## config.mk

```make
export PLATFORM = sky130hd
export DESIGN_NAME = wrlock_guard
export DESIGN_NICKNAME = d
export VERILOG_FILES = /design/src/rtl/wrlock_pkg.sv /design/src/rtl/wrlock_addr_dec.sv /design/src/rtl/wrlock_key_fsm.sv /design/src/rtl/wrlock_gate.sv /design/src/rtl/wrlock_guard.sv
export SDC_FILE = /design/constraint.sdc
export NUM_CORES = 1
export LEC_CHECK = 0
export BUFFER_PORTS_ARGS = -buffer_cell sky130_fd_sc_hd__buf_2
export CELL_PAD_IN_SITES_DETAIL_PLACEMENT = 1
export CELL_PAD_IN_SITES_GLOBAL_PLACEMENT = 1
export CORE_AREA = 2 2 39 41
export DETAILED_ROUTE_END_ITERATION = 10
export DIE_AREA = 0 0 41 43
export PLACE_DENSITY_LB_ADDON = 0.25
export SLEW_MARGIN = 5
export SYNTH_ARGS = -nofsm -noshare
export SYNTH_HDL_FRONTEND = slang
export SYNTH_SLANG_ARGS = --single-unit
export TNS_END_PERCENT = 10
```

## constraint.sdc

```tcl
create_clock -name clk -period 1.2 [get_ports clk]
set_input_delay 0.06 -clock clk [delete_from_list [all_inputs] [get_ports clk]]
set_output_delay 0.06 -clock clk [all_outputs]
set_load 0.005 [all_outputs]
```

## src/rtl/wrlock_pkg.sv

```systemverilog
package wrlock_pkg;

    localparam int KEY_W = 8;

    localparam logic [KEY_W-1:0] KEY_OPEN_A = 8'hCA;
    localparam logic [KEY_W-1:0] KEY_OPEN_B = 8'h53;

    typedef enum logic [1:0] {
        LK_SHUT  = 2'd0,
        LK_ARMED = 2'd1,
        LK_OPEN  = 2'd2
    } lk_state_e;

    typedef struct packed {
        lk_state_e state;
    } lk_regs_t;

endpackage

```

## src/rtl/wrlock_addr_dec.sv

```systemverilog
module wrlock_addr_dec #(
    parameter int ADDR_W   = 8,
    parameter int NUM_PROT = 6,
    parameter logic [NUM_PROT*ADDR_W-1:0] PROT_LIST = '0,
    parameter logic [ADDR_W-1:0] KEY_ADDR = '0
) (
    input  logic [ADDR_W-1:0] addr,
    output logic              hit_key,
    output logic              hit_prot
);

    logic [NUM_PROT-1:0] match;

    for (genvar g = 0; g < NUM_PROT; g++) begin : g_cmp
        assign match[g] = (addr == PROT_LIST[g*ADDR_W +: ADDR_W]);
    end

    assign hit_prot = |match;
    assign hit_key  = (addr == KEY_ADDR);

endmodule

```

## src/rtl/wrlock_key_fsm.sv

```systemverilog
module wrlock_key_fsm
    import wrlock_pkg::*;
(
    input  logic             clk,
    input  logic             rst_n,
    input  logic             key_wr,
    input  logic [KEY_W-1:0] key_byte,
    output logic             unlocked
);

    lk_regs_t regs_d, regs_q;

    always_comb begin
        regs_d = regs_q;
        if (key_wr) begin
            unique case (regs_q.state)
                LK_SHUT: begin
                    regs_d.state = (key_byte == KEY_OPEN_A) ? LK_ARMED : LK_SHUT;
                end
                LK_ARMED: begin
                    if (key_byte == KEY_OPEN_B)      regs_d.state = LK_OPEN;
                    else if (key_byte == KEY_OPEN_A) regs_d.state = LK_ARMED;
                    else                             regs_d.state = LK_SHUT;
                end
                LK_OPEN: begin
                    regs_d.state = (key_byte == KEY_OPEN_A) ? LK_ARMED : LK_SHUT;
                end
                default: regs_d.state = LK_SHUT;
            endcase
        end
    end

    always_ff @(posedge clk or negedge rst_n) begin
        if (!rst_n) regs_q <= '{state: LK_SHUT};
        else        regs_q <= regs_d;
    end

    assign unlocked = (regs_q.state == LK_OPEN);

    // the lock only opens on the cycle after a second-key write
    assert_open_src_R2: assert property (@(posedge clk) disable iff (!rst_n)
        $rose(unlocked) |-> $past(key_wr && key_byte == KEY_OPEN_B));

    // an unexpected key byte always lands in the closed state
    assert_wrong_key_R3: assert property (@(posedge clk) disable iff (!rst_n)
        (key_wr && key_byte != KEY_OPEN_A && key_byte != KEY_OPEN_B)
        |=> (regs_q.state == LK_SHUT));

    // without a key write the open state is held
    assert_hold_open_R4: assert property (@(posedge clk) disable iff (!rst_n)
        (unlocked && !key_wr) |=> unlocked);

    // a second key from the closed state does not open
    assert_lone_second_R5: assert property (@(posedge clk) disable iff (!rst_n)
        (key_wr && regs_q.state == LK_SHUT) |=> !unlocked);

    // first key while armed stays armed
    assert_rearm_R6: assert property (@(posedge clk) disable iff (!rst_n)
        (key_wr && key_byte == KEY_OPEN_A) |=> (regs_q.state == LK_ARMED));

endmodule

```

## src/rtl/wrlock_gate.sv

```systemverilog
module wrlock_gate (
    input  logic wr_en,
    input  logic hit_key,
    input  logic hit_prot,
    input  logic unlocked,
    output logic grant
);

    always_comb begin
        grant = 1'b0;
        if (wr_en && !hit_key) begin
            grant = hit_prot ? unlocked : 1'b1;
        end
    end

endmodule

```

## src/rtl/wrlock_guard.sv

```systemverilog
module wrlock_guard
    import wrlock_pkg::*;
#(
    parameter int ADDR_W   = 8,
    parameter int NUM_PROT = 6,
    parameter logic [NUM_PROT*ADDR_W-1:0] PROT_LIST =
        {8'h1C, 8'h10, 8'h0C, 8'h08, 8'h04, 8'h00},
    parameter logic [ADDR_W-1:0] KEY_ADDR = 8'h24
) (
    input  logic              clk,
    input  logic              rst_n,
    input  logic              wr_en,
    input  logic [ADDR_W-1:0] wr_addr,
    input  logic [KEY_W-1:0]  wr_key_byte,
    output logic              wr_grant
);

    logic hit_key, hit_prot, unlocked, key_wr;

    wrlock_addr_dec #(
        .ADDR_W   (ADDR_W),
        .NUM_PROT (NUM_PROT),
        .PROT_LIST(PROT_LIST),
        .KEY_ADDR (KEY_ADDR)
    ) u_dec (
        .addr    (wr_addr),
        .hit_key (hit_key),
        .hit_prot(hit_prot)
    );

    assign key_wr = wr_en && hit_key;

    wrlock_key_fsm u_fsm (
        .clk     (clk),
        .rst_n   (rst_n),
        .key_wr  (key_wr),
        .key_byte(wr_key_byte),
        .unlocked(unlocked)
    );

    wrlock_gate u_gate (
        .wr_en   (wr_en),
        .hit_key (hit_key),
        .hit_prot(hit_prot),
        .unlocked(unlocked),
        .grant   (wr_grant)
    );

    // no grant without a strobe
    assert_needs_strobe_R9: assert property (@(posedge clk) disable iff (!rst_n)
        wr_grant |-> wr_en);

    // the key offset is never forwarded
    assert_key_blocked_R8: assert property (@(posedge clk) disable iff (!rst_n)
        (wr_en && wr_addr == KEY_ADDR) |-> !wr_grant);

    // a protected write granted implies the lock is open
    assert_prot_needs_open_R1: assert property (@(posedge clk) disable iff (!rst_n)
        (wr_grant && hit_prot) |-> unlocked);

endmodule

```

=== Yosys cells after proc, flatten, opt, wreduce, memory -nomap -nowiden ===
Cells that the tools add are included.

* RAM bits: 0
* Input bits: 19
* Word-level logic and storage cells: 23
* Latch bits: 0
* Memories: 0
* Flip-flop bits (word level): 2
* Bits in read-only memories: 0
* Output and inout port bits: 1

* Shift operators: 0
* Bitwise logic cells: 0
* Reduce and logical (&&, ||, !) cells: 7
* Equal/unequal tests: 10
* Magnitude comparators: 0
* Mux-type cells: 5
* Add/sub/neg operators: 0
* $mul: 0
* Div/mod/pow operators: 0

{| class="wikitable"
|+ Operators with widths
! operator !! count
|-
| $eq 8x4->1 const B || 2
|-
| $eq 8x5->1 const B || 2
|-
| $eq 8x3->1 const B || 1
|-
| $eq 8x6->1 const B || 1
|-
| $eq 8x7->1 const B || 1
|-
| $eq 8x8->1 const B || 1
|-
| $logic_not 8->1 || 1
|-
| $reduce_or 6->1 || 1
|-
| $pmux 2 s2 || 1
|-
| $mux 1 || 3
|-
| $eq 2x1->1 const B || 1
|-
| $eq 2x2->1 const B || 1
|-
| $logic_and 1x1->1 || 2
|-
| $logic_not 2->1 || 1
|-
| $mux 2 || 1
|-
| $reduce_or 2->1 || 1
|-
| $logic_not 1->1 || 1
|}

=== Logic depth before layout (Yosys ltp) ===
Gate-level depths: netlist of run 1.

* Depth after elaboration: 4
* Mapped depth: 4

=== Modules after synthesis ===
A second synthesis of run 1 with hierarchy kept.

* Cells, all modules: 20
* Area total of the unflattened synthesis: 210.2 µm²

{| class="wikitable"
|+ Modules (own cells, without submodules)
! module !! sequential area each (µm²) !! area each (µm²) !! cells an instance !! times used
|-
| wrlock_key_fsm || 50.0 || 128.9 || 12 || 1
|-
| wrlock_addr_dec || 0.0 || 48.8 || 5 || 1
|-
| wrlock_gate || 0.0 || 26.3 || 2 || 1
|-
| wrlock_guard || 0.0 || 6.3 || 1 || 1
|}

=== Worst setup path before layout of run 1 ===
OpenSTA, ideal clock, no wires.

* Kind: register to output
* From: register u_fsm.regs_q[1]
* To: output wr_grant
* Setup slack: 236 ps
* Arrival time: 904 ps
* Stages on the path, launching flop included: 5
* Path through: dfrtp_1 > nor2b_1 > a311o_1 > o21ai_0 > a21boi_0

* Cells in the longest elaborated chain, start to end: 3

{| class="wikitable"
|+ Ends and longest elaborated chain
! item !! line !! RTL
|-
| start: declaration || wrlock_key_fsm.sv:11 || <nowiki>lk_regs_t regs_d, regs_q;</nowiki>
|-
| start signal: assignment || wrlock_key_fsm.sv:34 || <nowiki>if (!rst_n) regs_q <= '{state: LK_SHUT};</nowiki>
|-
| start signal: assignment || wrlock_key_fsm.sv:35 || <nowiki>else regs_q <= regs_d;</nowiki>
|-
| $eq 2x2->1 || wrlock_key_fsm.sv:38 || <nowiki>assign unlocked = (regs_q.state == LK_OPEN);</nowiki>
|-
| $mux 1 || wrlock_gate.sv:12 || <nowiki>grant = hit_prot ? unlocked : 1'b1;</nowiki>
|-
| $mux 1 || wrlock_gate.sv:11 || <nowiki>if (wr_en && !hit_key) begin</nowiki>
|-
| end: declaration || wrlock_guard.sv:15 || <nowiki>output logic wr_grant</nowiki>
|}

No other way between the ends.

=== Final worst setup path of run 1 ===
Same ends and word-level chain as after synthesis.

==> impl_metrics.json, run 1 <==
{
  "finClkSkew_ps": 7.14,
  "fin_cells": 61,
  "crit_type": "reg -> out",
  "rsz0062_at_grt": "yes",
  "cts_inserted_buffers": 3,
  "num_rows": 14,
  "cts_setup_buffers": 0,
  "ys_seq_area_share_pct": 26.5,
  "grt_pass1_vias": 260,
  "yosysWarningCount": 0,
  "hp-class": "in -> async",
  "required_ps": 1140,
  "clock_latency_ps": 230,
  "syn_inst": 21,
  "hold_viol": 0,
  "max-clock-path-buffers": 2,
  "setup_viol": 1,
  "max_cap_violations": 0,
  "htreeDepth": 1,
  "viasPerCell": 4.43,
  "portBuffers": 19,
  "ant_nets": 0,
  "r2r_start": "u_fsm.regs_q[1]$_DFFE_PN0P_",
  "die_height_um": 43,
  "p_int_mw": 0.213,
  "end_kind": "output port",
  "io_pins": 20,
  "core_um2": 1380,
  "syn_area_um2": 189,
  "powerDensity_nw_per_um2": 802,
  "layout.nets": 66,
  "antenna_found_initial": 0,
  "place_ws_ps": 58.2,
  "syn2layout_area_growth_pct": 82.1,
  "critPathMaxFanout": 2,
  "status": "complete, but fails checks",
  "first_pass_iters": 1,
  "top_regs": "u_fsm.regs_q: 2 flops",
  "drive_gt1_share_pct": 53.3,
  "cts_root_buffer": "clkbuf_4",
  "p_seq_share_pct": 24.6,
  "startpoint": "u_fsm.regs_q[1]$_DFFE_PN0P_",
  "routabilityCongestion": 0.638,
  "cts.clk_slew.worst_paths_ps": 30,
  "fillers": 172,
  "worst_pin_slew_ps": 310,
  "grt_pass1_wl_um": 903,
  "drt-initial-drc-count": 0,
  "cp.arrival_ps": 1260,
  "synth_nets": 40,
  "maxSlewViolCount": 0,
  "rrSetupSlack_ps": 170,
  "dp_hpwl_um": 501,
  "violations": "setup timing",
  "grt_start_max_net_pins": 5,
  "critPathLaunchType": "flop",
  "rr_endpoint": "u_fsm.regs_q[0]$_DFFE_PN0P_",
  "largest_reg_flops": 2,
  "peakVddDrop_v": 0.000348,
  "top_register": "u_fsm.regs_q",
  "placed_cells": 57,
  "via_count": 270,
  "p_sw_mw": 0.0630,
  "fmax_mhz": 756,
  "synth_area_per_cell_um2": 9.00,
  "fin_crit_ps": 1320,
  "ys_types": 15,
  "grt_overflow_total": 0,
  "cts_tree": "yes",
  "p_leak_nw": 0.169,
  "p_comb_share_pct": 19.8,
  "drt_wl_total_um": 579,
  "clkPwrFrac_pct": 55.6,
  "avgRoutedWirePerCell_um": 9.49,
  "cts_num_sinks": 2,
  "fin_crit_sh_pct": 110,
  "relSlewSlack_pct": 79.1,
  "diodes": 0,
  "grt_usage_pct": 7.93,
  "fp.dieW_um": 41,
  "drc": 0,
  "setup_ws_ps": -123,
  "p_sw_share_pct": 22.8,
  "initial_core_util_pct": 13.7,
  "r2r_cells": 4,
  "die-area_um2": 1760,
  "synth-seq-cells": 2
}
-- critical path: stages, from the launching register on --
cell and delay [ps]:
dfrtp_1 370, nor2b_1 130, a311o_1 260, o21ai_1 70
a21boi_1 70, buf_2 130
-- stage by stage --
stage	util [%]	TNS (ps)	hold WS, ps	power, mW	instance area (um^2)
2_1_floorplan	-	0	-236	0.0832	189
3_3_place_gp	22.5	0	-151	0.120	312
3_5_place_dp	22.5	0	-153	0.121	312
4_1_cts	24.9	-143	135	0.286	344
5_1_grt	24.9	-212	144	0.299	344
6_report	24.9	-123	143	0.276	344
-- metal layers --
layer	track usage [%]	wire, um
met4	8.00	21
met1	7.40	245
met5	0	0
met3	2.09	82
met2	12.5	230
-- placed cells by master (no fill, tap or decap), drive strengths merged --
master       netlist  final
nor3               1      1
nand2              3      3
nor4               1      1
o21ai              3      3
buf                0     20
nor2b              1      1
mux2               1      1
a21boi             1      1
nand3              1      1
nor4bb             2      2
or2                1      1
dlygate4sd3        0      1
a311o              1      1
dfrtp              2      2
and4b              1      1
clkbuf             0      3
nand3b             1      1
nand4bb            1      1
-- final cells by class --
type                            count  area [um^2]  share of cell area (%)
Multi-Input combinational cell     19          139                    40.4
Timing Repair Buffer               21          113                    32.7
Sequential cell                     2         50.0                    14.5
Clock buffer                        3         22.5                    6.55
Tap cell                           16         20.0                    5.82
-- synth_stat cells --
library cell	count	area, um^2
nand2_1	3	11.3
nand3b_1	1	7.51
a311o_1	1	10.0
dfrtp_1	2	50.1
nor4_2	1	12.5
nor4bb_1	2	20.0
nand3_1	1	5.00
and4b_1	1	10.0
o21ai_0	3	15.0
mux2_1	1	11.3
or2_1	1	6.26
nand4bb_1	1	11.3
nor3_1	1	5.00
a21boi_0	1	7.51
nor2b_1	1	6.26
-- cells by family after synthesis --
family           after synthesis  share of synthesized area [%]
flip-flops                     2                           26.5
multiplexers                   1                           5.96
AO/OA/AOI/OAI                  5                           17.2
AND/OR/NAND/NOR               13                           50.3
-- power groups by stage --
stage	combinational [mW]	clock [mW]	sequential, mW
after global placement	0.0513	0	0.0687
after detailed placement	0.0520	0	0.0687
after floorplan	0.0144	0	0.0687
after global routing	0.0615	0.170	0.0679
after CTS	0.0555	0.162	0.0680
final	0.0546	0.154	0.0680
-- worst max path at each step --
| stage | endpoint | slack [ps] | cells after the start |
|---|---|---|---|
| floorplan | wr_grant | 240 | 4 |
| global placement | u_fsm.regs_q[1]$_DFFE_PN0P_ | 60 | 4 |
| detailed placement | u_fsm.regs_q[1]$_DFFE_PN0P_ | 60 | 4 |
| CTS | wr_grant | -140 | 5 |
| global route | wr_grant | -210 | 5 |
| finish | wr_grant | -120 | 5 |
-- what timing repair did --
action | 4_1_cts | 5_1_grt
resized for setup | 2 | 0
hold buffers | 1 | 0
endpoints found under the hold margin | 2 | 0
endpoints found under the setup margin | 1 | 1
Power figures use the tool's default switching activity.
==> run 2, diff against run 1 <==
--- a/config.mk
+++ b/config.mk
@@ -5,6 +5,7 @@
 export SDC_FILE = /design/constraint.sdc
 export NUM_CORES = 1
 export LEC_CHECK = 0
+export ABC_AREA = 1
 export BUFFER_PORTS_ARGS = -buffer_cell sky130_fd_sc_hd__buf_2
 export CELL_PAD_IN_SITES_DETAIL_PLACEMENT = 1
 export CELL_PAD_IN_SITES_GLOBAL_PLACEMENT = 1
==> constraint.sdc (replaced) <==
create_clock -name clk -period 1.24 [get_ports clk]
set_input_delay 0.062 -clock clk [delete_from_list [all_inputs] [get_ports clk]]
set_output_delay 0.062 -clock clk [all_outputs]
set_load 0.005 [all_outputs]
==> impl_metrics.json, run 2 <==
{
  "maxSlewViolCount": 0,
  "portBuffers": 19,
  "synth_area_per_cell_um2": 5.15,
  "relSlewSlack_pct": 89.8,
  "cts_inserted_buffers": 3,
  "rr_endpoint": "u_fsm.regs_q[0]$_DFFE_PN0P_",
  "grt_overflow_total": 0,
  "synth_nets": 70,
  "die_height_um": 43,
  "finClkSkew_ps": 2.78,
  "largest_reg_flops": 2,
  "viasPerCell": 3.97,
  "r2r_cells": 5,
  "synth-seq-cells": 2,
  "fp.dieW_um": 41,
  "worst_pin_slew_ps": 153,
  "p_sw_share_pct": 23.7,
  "diodes": 0,
  "yosys-top-cells-count": "nand2_1 (16), inv_1 (9), nor2_1 (8)",
  "routabilityCongestion": 0.674,
  "rrSetupSlack_ps": 360,
  "grt_pass1_vias": 356,
  "syn_inst": 51,
  "ys_seq_area_share_pct": 19.0,
  "p_seq_share_pct": 24.3,
  "htreeDepth": 1,
  "top_register": "u_fsm.regs_q",
  "tns_ps": 0,
  "r2r_start": "u_fsm.regs_q[1]$_DFFE_PN0P_",
  "dp_hpwl_um": 624,
  "startpoint": "u_fsm.regs_q[1]$_DFFE_PN0P_",
  "io_pins": 20,
  "drc": 0,
  "drt-initial-drc-count": 0,
  "hp-class": "in -> reg",
  "setup_viol": 0,
  "fin_crit_ps": 1120,
  "drt_wl_total_um": 693,
  "rsz0062_at_grt": "no",
  "fin_crit_sh_pct": 90.7,
  "required_ps": 1180,
  "cts_root_buffer": "clkbuf_4",
  "top_regs": "u_fsm.regs_q: 2 flops",
  "core_um2": 1380,
  "p_sw_mw": 0.0642,
  "hold_viol": 0,
  "cp.arrival_ps": 1060,
  "async_reset_ff_share_pct": 100,
  "syn2layout_area_growth_pct": 56.2,
  "initial_core_util_pct": 19.0,
  "synth-edff-count": 0,
  "synth_area_leaders": "nand2_1 (23%), dfrtp_1 (19%), inv_1 (13%)",
  "critPathLaunchType": "flop",
  "max_cap_violations": 0,
  "layout.nets": 95,
  "first_pass_iters": 1,
  "max-clock-path-buffers": 2,
  "crit_path_end": "wr_grant",
  "cts_num_sinks": 2,
  "ant_nets": 0,
  "placed_cells": 86,
  "powerDensity_nw_per_um2": 661,
  "drive_gt1_share_pct": 39.2,
  "num_rows": 14,
  "status": "finished, final reports clean",
  "p_leak_nw": 0.244,
  "synthFlopType": "dfrtp_1",
  "yosysWarningCount": 0,
  "synth_top_area_share_pct": 22.9,
  "critPathMaxFanout": 3,
  "p_int_mw": 0.207,
  "grt_pass1_wl_um": 1160,
  "layout_commonest_cell": "buf_2",
  "cts.clk_slew.worst_paths_ps": 30,
  "crit_type": "reg -> out",
  "p_comb_share_pct": 24.3,
  "mostFrequentLayoutCells": "buf_2 (19), nand2_1 (16), inv_1 (9)",
  "yosys.area.top_type": "nand2_1",
  "ys_types": 14,
  "antenna_found_initial": 0,
  "end_kind": "output port",
  "syn_area_um2": 263,
  "peakVddDrop_v": 0.000664,
  "yosysMostFrequentCell": "nand2_1",
  "avgRoutedWirePerCell_um": 7.70,
  "grt_start_max_net_pins": 5,
  "grt_usage_pct": 9.34,
  "clkPwrFrac_pct": 51.4,
  "via_count": 357,
  "cts_setup_buffers": 0,
  "fmax_mhz": 889,
  "clock_latency_ps": 220,
  "die-area_um2": 1760,
  "fin_cells": 90,
  "cts_tree": "yes"
}
run 2: routing by layer:
| layer | GRT usage [%] | part of all wire [%] | vias to the layer above |
|---|---|---|---|
| li1 | - | - | 195 |
| met1 | 8.36 | 39 | 150 |
| met2 | 18.1 | 52 | 12 |
| met3 | 4.71 | 8.9 | 0 |
| met4 | 0 | 0 | 0 |
| met5 | 0 | 0 | - |
run 2: metrics by stage:
stage	worst slack (ps)	hold slack (ps)	instance area [um^2]	util (%)	power, mW
detailed placement	340	-146	378	27.3	0.132
CTS	95.0	147	410	29.7	0.280
global route	7.34	176	410	29.7	0.291
global placement	340	-147	378	27.3	0.130
finish	115	150	410	29.7	0.271
floorplan	437	-234	263	-	0.0938
run 2: repair_timing:
item,CTS,global route
gates resized for setup,0,0
hold endpoints to repair,2,0
hold buffers,1,0
run 2: worst min-delay path by stage:
stage,depth (start not counted),slack [ps],endpoint,from
finish,3,150,u_fsm.regs_q[1]$_DFFE_PN0P_,wr_en
global route,2,180,u_fsm.regs_q[1]$_DFFE_PN0P_,rst_n
CTS,2,150,u_fsm.regs_q[1]$_DFFE_PN0P_,rst_n
detailed placement,1,-150,u_fsm.regs_q[0]$_DFFE_PN0P_,rst_n
global placement,1,-150,u_fsm.regs_q[0]$_DFFE_PN0P_,rst_n
floorplan,0,-230,u_fsm.regs_q[0]$_DFFE_PN0P_,rst_n
run 2: power by group through the flow:
stage                     Clock [mW]  Combinational [mW]  Sequential [mW]
after floorplan                    0              0.0273           0.0665
after global placement             0              0.0640           0.0665
after detailed placement           0              0.0651           0.0665
after CTS                      0.146              0.0679           0.0658
after global routing           0.149              0.0767           0.0658
final                          0.140              0.0661           0.0658
run 2: kinds of logic (layout without fill, tap and decap cells):
kind of cell	count (synthesis)	count (layout)	synth area share (%)
AO/OA/AOI/OAI	3	3	5.71
buffers and inverters	12	35	17.1
flip-flops	2	2	19.0
AND/OR/NAND/NOR	34	34	58.1
run 2: worst max-delay path: stages (launching register included):
cell and delay [ps]:
dfrtp_1 380, a21oi_1 150, nand2_1 70, nor2_1 90, nor2_1 40, buf_2 120
run 2: final cells by class:
class	instances	area, um^2
timing repair buffer	20	105
multi-input combinational	37	168
tap	16	20.0
inverter	12	45.0
clock buffer	3	22.5
fill	201	973
sequential	2	50.0
==> run 3, diff against run 2 <==
==> constraint.sdc (replaced) <==
create_clock -name clk -period 1.1 [get_ports clk]
set_input_delay 0.055 -clock clk [delete_from_list [all_inputs] [get_ports clk]]
set_output_delay 0.055 -clock clk [all_outputs]
set_load 0.005 [all_outputs]
==> impl_metrics.json, run 3 (synthesis gave the netlist of run 2 again) <==
{
  "setup_viol": 1,
  "fp.dieW_um": 41,
  "largest_reg_flops": 2,
  "max-clock-path-buffers": 2,
  "via_count": 373,
  "fillers": 206,
  "mostFrequentLayoutCells": "buf_2 (19), nand2_1 (16), inv_1 (8), nor2_1 (8)",
  "startpoint": "u_fsm.regs_q[1]$_DFFE_PN0P_",
  "io_pins": 20,
  "hold_slack_ps": 144,
  "top_register": "u_fsm.regs_q",
  "diodes": 0,
  "end_kind": "output port",
  "powerDensity_nw_per_um2": 716,
  "cts_root_buffer": "clkbuf_4",
  "cts_inserted_buffers": 3,
  "setup_ws_ps": -3.52,
  "ant_nets": 0,
  "routabilityCongestion": 0.674,
  "viasPerCell": 4.05,
  "grt_usage_pct": 9.94,
  "crit_type": "reg -> out",
  "gr-usage-met2_pct": 19.4,
  "cp.arrival_ps": 1050,
  "layout_commonest_cell": "buf_2",
  "hp-start": "wr_en",
  "finClkSkew_ps": 2.94,
  "violations": "setup timing",
  "top_regs": "u_fsm.regs_q: 2 flops",
  "fin_crit_sh_pct": 100,
  "cts_num_sinks": 2,
  "crit_family": "flip-flops",
  "grtUsageMet1_pct": 9.00,
  "grt_busiest_layer": "met2",
  "worst_pin_slew_ps": 149,
  "status": "complete, but fails checks",
  "portBuffers": 19,
  "worstPathCellList": "a21oi_2, nand2_1, nor2_1, nor2_1, buf_2",
  "drt-initial-drc-count": 0,
  "htreeDepth": 1,
  "first_pass_iters": 1,
  "maxSlewViolCount": 0,
  "timing.critical_path.buf_inv": 1,
  "required_ps": 1040,
  "antenna_found_initial": 0,
  "drt_wl_total_um": 735,
  "dp_hpwl_um": 629,
  "cts_tree": "yes",
  "drc": 0,
  "place_ws_ps": 209,
  "syn2layout_area_growth_pct": 63.3,
  "num_rows": 14,
  "clock_latency_ps": 220,
  "hold_viol": 0,
  "p_leak_nw": 0.254,
  "die_height_um": 43,
  "core_um2": 1380,
  "critPathLaunchType": "flop",
  "drive_gt1_share_pct": 43.4,
  "met3_usage_pct": 4.71,
  "grt_start_max_net_pins": 5,
  "grt_overflow_total": 0,
  "rsz0062_at_grt": "yes",
  "max_cap_violations": 0,
  "fin_crit_ps": 1100,
  "avgRoutedWirePerCell_um": 7.99,
  "initial_core_util_pct": 19.0,
  "r2r_start": "u_fsm.regs_q[1]$_DFFE_PN0P_",
  "cts.clk_slew.worst_paths_ps": 30,
  "peakVddDrop_v": 0.000750,
  "grt_pass1_wl_um": 1230,
  "cpMostUsedCell": "nor2_1",
  "layout.nets": 97,
  "rrSetupSlack_ps": 90,
  "die-area_um2": 1760,
  "grt_pass1_vias": 363,
  "hp-class": "in -> reg",
  "relSlewSlack_pct": 90.0,
  "slowest_delay_ps": 380,
  "crit_slowest_cell": "dfrtp_1",
  "fmax_mhz": 906,
  "critPathMaxFanout": 2
}
run 3: power by group:
part	total [mW]	internal [mW]	leakage [nW]	switching [mW]
Clock	0.157	0.120	0.0138	0.0375
Combinational	0.0757	0.0398	0.213	0.0359
Sequential	0.0742	0.0742	0.0280	0.0000139
run 3: what timing repair did:
action,4_1_cts,5_1_grt
setup endpoints to repair,1,1
pin swaps,3,2
buffers inserted,2,0
resized for setup,2,0
hold buffers,1,0
endpoints found under the hold margin,2,0
run 3: layout make-up:
cell class                 count  area [um^2]  share of cell area (%)
clock buffer                   3         22.5                    5.25
multi-input combinational     37          171                    39.9
sequential                     2         50.0                    11.7
tap                           16         20.0                    4.66
timing repair buffer          22          120                    28.0
inverter                      12         45.0                    10.5
run 3: through the flow:
step / util [%] / instances / TNS (ps) / power, mW / instance area, um^2
floorplan: - / 51 / 0 / 0.106 / 263
detailed placement: 27.3 / 86 / 0 / 0.148 / 378
global route: 31.0 / 92 / -52.9 / 0.329 / 429
global placement: 27.3 / 86 / 0 / 0.147 / 378
CTS: 31.0 / 92 / -19.0 / 0.317 / 429
finish: 31.0 / 92 / -3.52 / 0.307 / 429
run 3: final timing paths:
kind,end,cells past startpoint
max in group asynchronous,u_fsm.regs_q[0]$_DFFE_PN0P_,2
worst min register to register,u_fsm.regs_q[0]$_DFFE_PN0P_,2
worst min-delay path,u_fsm.regs_q[1]$_DFFE_PN0P_,3
min in group asynchronous,u_fsm.regs_q[1]$_DFFE_PN0P_,2
worst max register to register,u_fsm.regs_q[0]$_DFFE_PN0P_,6
worst max-delay path,wr_grant,5
run 3: worst reg2reg max path: stages (launching register included):
cell     delay, ps
dfrtp_1        380
buf_4          140
nor2_1         140
nand3_1        110
nand2_2         70
nand2_1         40
nand2_1         50
run 3: metal layers:
metal	share of wire [%]	routed length, um	up-vias
li1	-	-	199
met5	0	0	-
met1	37	270	162
met3	8.0	59	0
met4	0	0	0
met2	55	405	12
